## src/rtl/nsr_pkg.sv

```systemverilog
package nsr_pkg;
  localparam int unsigned DEF_ADDR_W    = 32;
  localparam int unsigned DEF_REGION_LG = 14;  // 16 KB regions
  localparam int unsigned DEF_SETS      = 16;
  localparam int unsigned DEF_WAYS      = 4;
endpackage

```

## src/rtl/nsr_addr_split.sv

```systemverilog
module nsr_addr_split #(
  parameter int unsigned ADDR_W    = 32,
  parameter int unsigned REGION_LG = 14,
  parameter int unsigned IDX_W     = 4,
  localparam int unsigned TAG_W    = ADDR_W - REGION_LG - IDX_W
) (
  input  logic [ADDR_W-1:0] addr_i,
  output logic [IDX_W-1:0]  idx_o,
  output logic [TAG_W-1:0]  tag_o
);
  assign idx_o = addr_i[REGION_LG +: IDX_W];
  assign tag_o = addr_i[ADDR_W-1 -: TAG_W];
endmodule

```

## src/rtl/nsr_victim.sv

```systemverilog
module nsr_victim #(
  parameter int unsigned WAYS = 4,
  localparam int unsigned WAY_W = (WAYS > 1) ? $clog2(WAYS) : 1
) (
  input  logic [WAYS-1:0]  valid_i,
  input  logic [WAY_W-1:0] ptr_i,
  output logic [WAY_W-1:0] way_o,
  output logic             full_o
);
  always_comb begin
    full_o = &valid_i;
    way_o  = ptr_i;
    // lowest empty way wins
    for (int i = WAYS - 1; i >= 0; i--) begin
      if (!valid_i[i]) way_o = WAY_W'(i);
    end
  end
endmodule

```

## src/rtl/nsr_set.sv

```systemverilog
module nsr_set #(
  parameter int unsigned WAYS  = 4,
  parameter int unsigned TAG_W = 14,
  localparam int unsigned WAY_W = (WAYS > 1) ? $clog2(WAYS) : 1
) (
  input  logic             clk_i,
  input  logic             rst_ni,
  input  logic [TAG_W-1:0] lk_tag_i,
  output logic [WAYS-1:0]  lk_match_o,
  input  logic             snp_en_i,
  input  logic [TAG_W-1:0] snp_tag_i,
  input  logic             fill_en_i,
  input  logic [TAG_W-1:0] fill_tag_i
);
  logic [WAYS-1:0]  valid_q, valid_d;
  logic [TAG_W-1:0] tag_q [WAYS];
  logic [WAY_W-1:0] ptr_q;
  logic [WAYS-1:0]  snp_hit, fill_hit;
  logic [WAY_W-1:0] vic_way;
  logic             set_full;
  logic             fill_new;

  for (genvar w = 0; w < WAYS; w++) begin : g_way
    assign lk_match_o[w] = valid_q[w] && (tag_q[w] == lk_tag_i);
    assign snp_hit[w]    = valid_q[w] && (tag_q[w] == snp_tag_i);
    assign fill_hit[w]   = valid_q[w] && (tag_q[w] == fill_tag_i);
  end

  nsr_victim #(.WAYS(WAYS)) u_victim (
    .valid_i (valid_q),
    .ptr_i   (ptr_q),
    .way_o   (vic_way),
    .full_o  (set_full)
  );

  assign fill_new = fill_en_i && !(|fill_hit);

  always_comb begin
    valid_d = valid_q;
    if (snp_en_i) valid_d = valid_d & ~snp_hit;
    if (fill_new) valid_d[vic_way] = 1'b1;
  end

  always_ff @(posedge clk_i or negedge rst_ni) begin
    if (!rst_ni) begin
      valid_q <= '0;
      ptr_q   <= '0;
      for (int w = 0; w < WAYS; w++) tag_q[w] <= '0;
    end else begin
      valid_q <= valid_d;
      if (fill_new) begin
        tag_q[vic_way] <= fill_tag_i;
        if (set_full) ptr_q <= (ptr_q == WAY_W'(WAYS - 1)) ? '0 : ptr_q + 1'b1;
      end
    end
  end
endmodule

```

## src/rtl/region_filter_table.sv

```systemverilog
module region_filter_table #(
  parameter int unsigned ADDR_W    = nsr_pkg::DEF_ADDR_W,
  parameter int unsigned REGION_LG = nsr_pkg::DEF_REGION_LG,
  parameter int unsigned SETS      = nsr_pkg::DEF_SETS,
  parameter int unsigned WAYS      = nsr_pkg::DEF_WAYS
) (
  input  logic              clk_i,
  input  logic              rst_ni,
  input  logic              lk_req_i,
  input  logic [ADDR_W-1:0] lk_addr_i,
  output logic              lk_vld_o,
  output logic              lk_hit_o,
  input  logic              fill_i,
  input  logic [ADDR_W-1:0] fill_addr_i,
  input  logic              snp_i,
  input  logic [ADDR_W-1:0] snp_addr_i
);
  localparam int unsigned IDX_W = (SETS > 1) ? $clog2(SETS) : 1;
  localparam int unsigned TAG_W = ADDR_W - REGION_LG - IDX_W;

  logic [IDX_W-1:0] lk_idx, fill_idx, snp_idx;
  logic [TAG_W-1:0] lk_tag, fill_tag, snp_tag;
  logic [WAYS-1:0]  set_match [SETS];
  logic [WAYS-1:0]  lk_match;
  logic             fill_go, snp_on_lk, hit_d;

  nsr_addr_split #(.ADDR_W(ADDR_W), .REGION_LG(REGION_LG), .IDX_W(IDX_W)) u_lk_split (
    .addr_i(lk_addr_i), .idx_o(lk_idx), .tag_o(lk_tag));
  nsr_addr_split #(.ADDR_W(ADDR_W), .REGION_LG(REGION_LG), .IDX_W(IDX_W)) u_fill_split (
    .addr_i(fill_addr_i), .idx_o(fill_idx), .tag_o(fill_tag));
  nsr_addr_split #(.ADDR_W(ADDR_W), .REGION_LG(REGION_LG), .IDX_W(IDX_W)) u_snp_split (
    .addr_i(snp_addr_i), .idx_o(snp_idx), .tag_o(snp_tag));

  // snoop to the same region kills the fill
  assign fill_go = fill_i && !(snp_i && snp_idx == fill_idx && snp_tag == fill_tag);

  for (genvar s = 0; s < SETS; s++) begin : g_set
    nsr_set #(.WAYS(WAYS), .TAG_W(TAG_W)) u_set (
      .clk_i      (clk_i),
      .rst_ni     (rst_ni),
      .lk_tag_i   (lk_tag),
      .lk_match_o (set_match[s]),
      .snp_en_i   (snp_i && snp_idx == IDX_W'(s)),
      .snp_tag_i  (snp_tag),
      .fill_en_i  (fill_go && fill_idx == IDX_W'(s)),
      .fill_tag_i (fill_tag)
    );
  end

  assign lk_match  = set_match[lk_idx];
  assign snp_on_lk = snp_i && snp_idx == lk_idx && snp_tag == lk_tag;
  assign hit_d     = lk_req_i && (|lk_match) && !snp_on_lk;

  always_ff @(posedge clk_i or negedge rst_ni) begin
    if (!rst_ni) begin
      lk_vld_o <= 1'b0;
      lk_hit_o <= 1'b0;
    end else begin
      lk_vld_o <= lk_req_i;
      lk_hit_o <= hit_d;
    end
  end
endmodule

```

## config.mk

```make
export PLATFORM = sky130hd
export DESIGN_NAME = region_filter_table
export DESIGN_NICKNAME = d
export VERILOG_FILES = /design/src/rtl/nsr_pkg.sv /design/src/rtl/nsr_addr_split.sv /design/src/rtl/nsr_victim.sv /design/src/rtl/nsr_set.sv /design/src/rtl/region_filter_table.sv
export SDC_FILE = /design/constraint.sdc
export NUM_CORES = 2
export LEC_CHECK = 0
export ABC_AREA = 1
export BUFFER_PORTS_ARGS = -buffer_cell sky130_fd_sc_hd__buf_2
export CAP_MARGIN = 0
export CORE_ASPECT_RATIO = 0.7
export CORE_MARGIN = 2
export CORE_UTILIZATION = 32
export DETAILED_ROUTE_END_ITERATION = 10
export MAX_ROUTING_LAYER = met4
export PLACE_DENSITY = 0.56
export SLEW_MARGIN = 20
export SYNTH_ARGS = -nofsm -noshare
export SYNTH_HDL_FRONTEND = slang
export SYNTH_SLANG_ARGS = --single-unit
export TNS_END_PERCENT = 30
```

## constraint.sdc

```tcl
create_clock -name clk_i -period 2.49 [get_ports clk_i]
set_input_delay 0.498 -clock clk_i [delete_from_list [all_inputs] [get_ports clk_i]]
set_output_delay 0.498 -clock clk_i [all_outputs]
set_load 0.05 [all_outputs]
```

==> results.cfg <==
[detailed_routing]
drt_wl_total_mm = 454
vias = 92400
via_per_inst = 5.86
firstDrtPassIters = 11
drcViolationCount = 2
wl_per_cell_um = 28.8
drtAntennaViolNets = 0
drtIter0Drc = 14300

[yosys]
synthArstFlopShare_pct = 100
ys_top_cells_by_count = nand2_1, nor2_1, dfrtp_1
yosysSeqAreaShare_pct = 31.7
synth_area_mm2 = 0.0785
synth_nets = 11900
synth_cells = 11800
avgSynthCellArea_um2 = 6.65
synth_ff_type = dfrtp_1
yosysTopAreaCellShare_pct = 31.7
ys_warn_count = 0
yosys-top-cells-area = dfrtp_1, nand2_1, nand4_1
yosysMostFrequentCell = nand2_1
synth_edf_count = 0
synth_area_leader_cell = dfrtp_1
synth-seq-cells = 994
ys_types = 53

[clock_network]
numCtsBuffers = 105
htreeDepth = 3
clock_latency_ns = 0.80
cts_buffer_depth = 3
path_clk_slew_ns = 0.08
cts_sinks = 994
tritoncts = yes
cts.root.buffer_cell = clkbuf_16

[sta]
layout_min_cycle_time_ns = 2.42
tightest_slew_ns = 0.709
holdWs_ns = 0.111
tns_ns = 0
fin_skew_ns = 0.0466
finalCritPeriodShare_pct = 97.3
hold_viol = 0
timing.fmax_ghz = 0.413
max_slew_margin_pct = 52.7
finalWorstSetupSlack_ns = 0.0683
rsz0062_at_grt = yes
setup_viol = 0
slew_violations = 0

[worst_setup_path]
r2r-end = g_set[12].u_set.tag_q[1]$_DFFE_PN0P_
cp_max_fo = 20
crit_family = simple AND/OR/NAND/NOR gates
r2r-start = g_set[12].u_set.tag_q[14]$_DFFE_PN0P_
crit_buf_inv = 1
cp_common_cell = nand2_1
crit_type = reg -> reg
worst_ep_required_time_ns = 3.15
slowest_stage = dfrtp_1
critPathLaunchType = register
arrival_ns = 3.08
reg2reg_depth = 11
end_kind = register
critical-path-max-stage-delay_ns = 0.51
rrSetupSlack_ns = 0.07
cp_cell_sequence = inv_1 -> o22ai_1 -> nor2_1 -> nand4_1 -> nor2_1 -> nand2_1 -> nand3_1 -> nor2_8 -> nand3_4 -> nand2_1 -> nand2_1

[floorplanning]
die_area_mm2 = 0.249
fp.dieW_um = 596
fp.dieH_um = 418
rows = 152
coreArea_mm2 = 0.244
pin_count = 103
start_util_pct = 32.1

[power_and_ir_drop]
power_density_mw_per_mm2 = 689
p_total_mw = 67.3
peakVddDrop_mv = 0.609
power.leakage_nw = 45.2

[global_routing]
grt_pass1_vias = 83200
grt_usage_pct = 36.4
antenna_found_initial = 26
grt_max_degree = 115
overflow = 0
grt_pass1_wl_mm = 640

[hold_path]
holdPathEnd = lk_hit_o$_DFF_PN0_
whs_path_depth = 4
hold_path.startpoint = lk_addr_i[17]
hold_class = in -> reg

[placement]
place_ws_ns = -0.422
portBuffers = 60
place_congestion = 1.05
hpwl_mm = 321

[outcome]
violations = design-rule violations
status = finished with violations

[layout]
drive_gt1_share_pct = 13.9
fin_util_pct = 40.0
layout.nets = 12500
regArea_mm2 = 0.0249
fillerInstances = 25500
multi_input_area_mm2 = 0.0465
area_growth_pct = 24.5

[job]
cap_violations = 0
==> cells in the final DEF, fill, tap and decap left out, types with 18 or more instances in the layout <==
master     synthesis  routed
or2_2             29      29
clkbuf_16          0     106
nand2_1         4007    4007
nand3_2           36      36
dfrtp_1          994     994
a21oi_1          227     227
o221ai_1          18      18
o41ai_1           25      25
nand4_1          960     960
diode_2            0      22
clkinv_2           0      21
nand3_1          284     284
buf_6             23      23
nor3_1           132     130
o21ai_0          566     566
a221oi_1          19      19
inv_1            760     750
xnor2_1          576     576
nor2_1          1007    1002
nor4_1           106     106
buf_12             0     388
clkbuf_8           0      24
buf_4             74     958
xor2_1           446     446
o21ai_1           26      26
o22ai_1          479     479
clkbuf_1         402      20
o211ai_1          21      21
o2111ai_1         51      51
inv_4              4      23
==> report_power, final <==
part | internal (mW) | leakage, nW | switching [mW] | total, mW
clock network | 9.75 | 1.79 | 7.95 | 17.7
logic | 9.36 | 30.2 | 15.2 | 24.5
registers | 19.2 | 13.2 | 5.92 | 25.1
total | 38.3 | 45.2 | 29.0 | 67.3
==> metal layers <==
| layer | wire length (um) | vias up | GRT usage [%] | share of wire (%) |
|---|---|---|---|---|
| li1 | - | 40400 | - | - |
| met1 | 185000 | 43500 | 49.1 | 41 |
| met2 | 176000 | 7006 | 48.5 | 39 |
| met3 | 65200 | 1540 | 11.4 | 14 |
| met4 | 26800 | 0 | 17.3 | 5.9 |
| met5 | 0 | - | - | 0 |
==> cell families (layout without fill, tap and decap cells) <==
group                    Yosys count  after routing  synth area share (%)
AO/OA/AOI/OAI                   1459           1459                  10.8
adder cells (fa/ha/maj)           16             16                 0.255
XOR/XNOR                        1022           1022                  11.4
buffers and inverters           1672           2390                  9.06
AND/OR/NAND/NOR                 6631           6631                  36.8
other                              0             22                     0
flip-flops                       994            994                  31.7
==> sequential cells by signal, indices dropped and copies added (netlist names) <==
register and cells:
g_set.u_set.ptr_q 32, g_set.u_set.tag_q 896, g_set.u_set.valid_q 64, lk_hit_o 1
lk_vld_o 1
==> repair_timing <==
action / in CTS / in global routing
gates resized for setup: 0 / 1
endpoints found under the setup margin: 0 / 78
endpoints found under the hold margin: 82 / 0
setup buffers: 0 / 10
hold buffers: 2 / 0
==> how the worst max path moves through the flow <==
stage | startpoint | end | slack (ns) | cells past startpoint
after detailed placement | fill_addr_i[31] | g_set[14].u_set.tag_q[49]$_DFFE_PN0P_ | -0.42 | 13
after CTS | g_set[14].u_set.tag_q[26]$_DFFE_PN0P_ | g_set[14].u_set.tag_q[48]$_DFFE_PN0P_ | 0.06 | 12
after global routing | g_set[8].u_set.tag_q[9]$_DFFE_PN0P_ | g_set[8].u_set.tag_q[9]$_DFFE_PN0P_ | -0.0007 | 12
after floorplan | fill_addr_i[21] | g_set[12].u_set.tag_q[18]$_DFFE_PN0P_ | 0.22 | 13
final | g_set[12].u_set.tag_q[14]$_DFFE_PN0P_ | g_set[12].u_set.tag_q[1]$_DFFE_PN0P_ | 0.07 | 11
after global placement | fill_addr_i[31] | g_set[14].u_set.tag_q[53]$_DFFE_PN0P_ | -0.38 | 13
==> worst reg2reg max path, delay by kind of cell (launching register included) <==
family	cells	cell delay, ns
AND/OR/NAND/NOR	9	1.54
AO/OA/AOI/OAI	1	0.16
flip-flops	1	0.51
buffers and inverters	1	0.07
==> metrics by stage <==
stage                     instances  cell area, um2
after CTS                     15700           97500
after global routing          15800           97700
final                         15800           97700
after floorplan               11800           78500
after global placement        15500           93900
after detailed placement      15500           93900
==> area by class of cell <==
class                   instances  share of cell area (%)
clock buffers                 140                    2.99
well taps                    3234                    4.14
diodes                         22                  0.0563
inverters                     794                    3.15
multi-input cells            9128                    47.6
repair buffers               1399                    15.8
flip-flops and latches        994                    25.5
clock inverters                57                   0.756
Power figures use the tool's default switching activity.
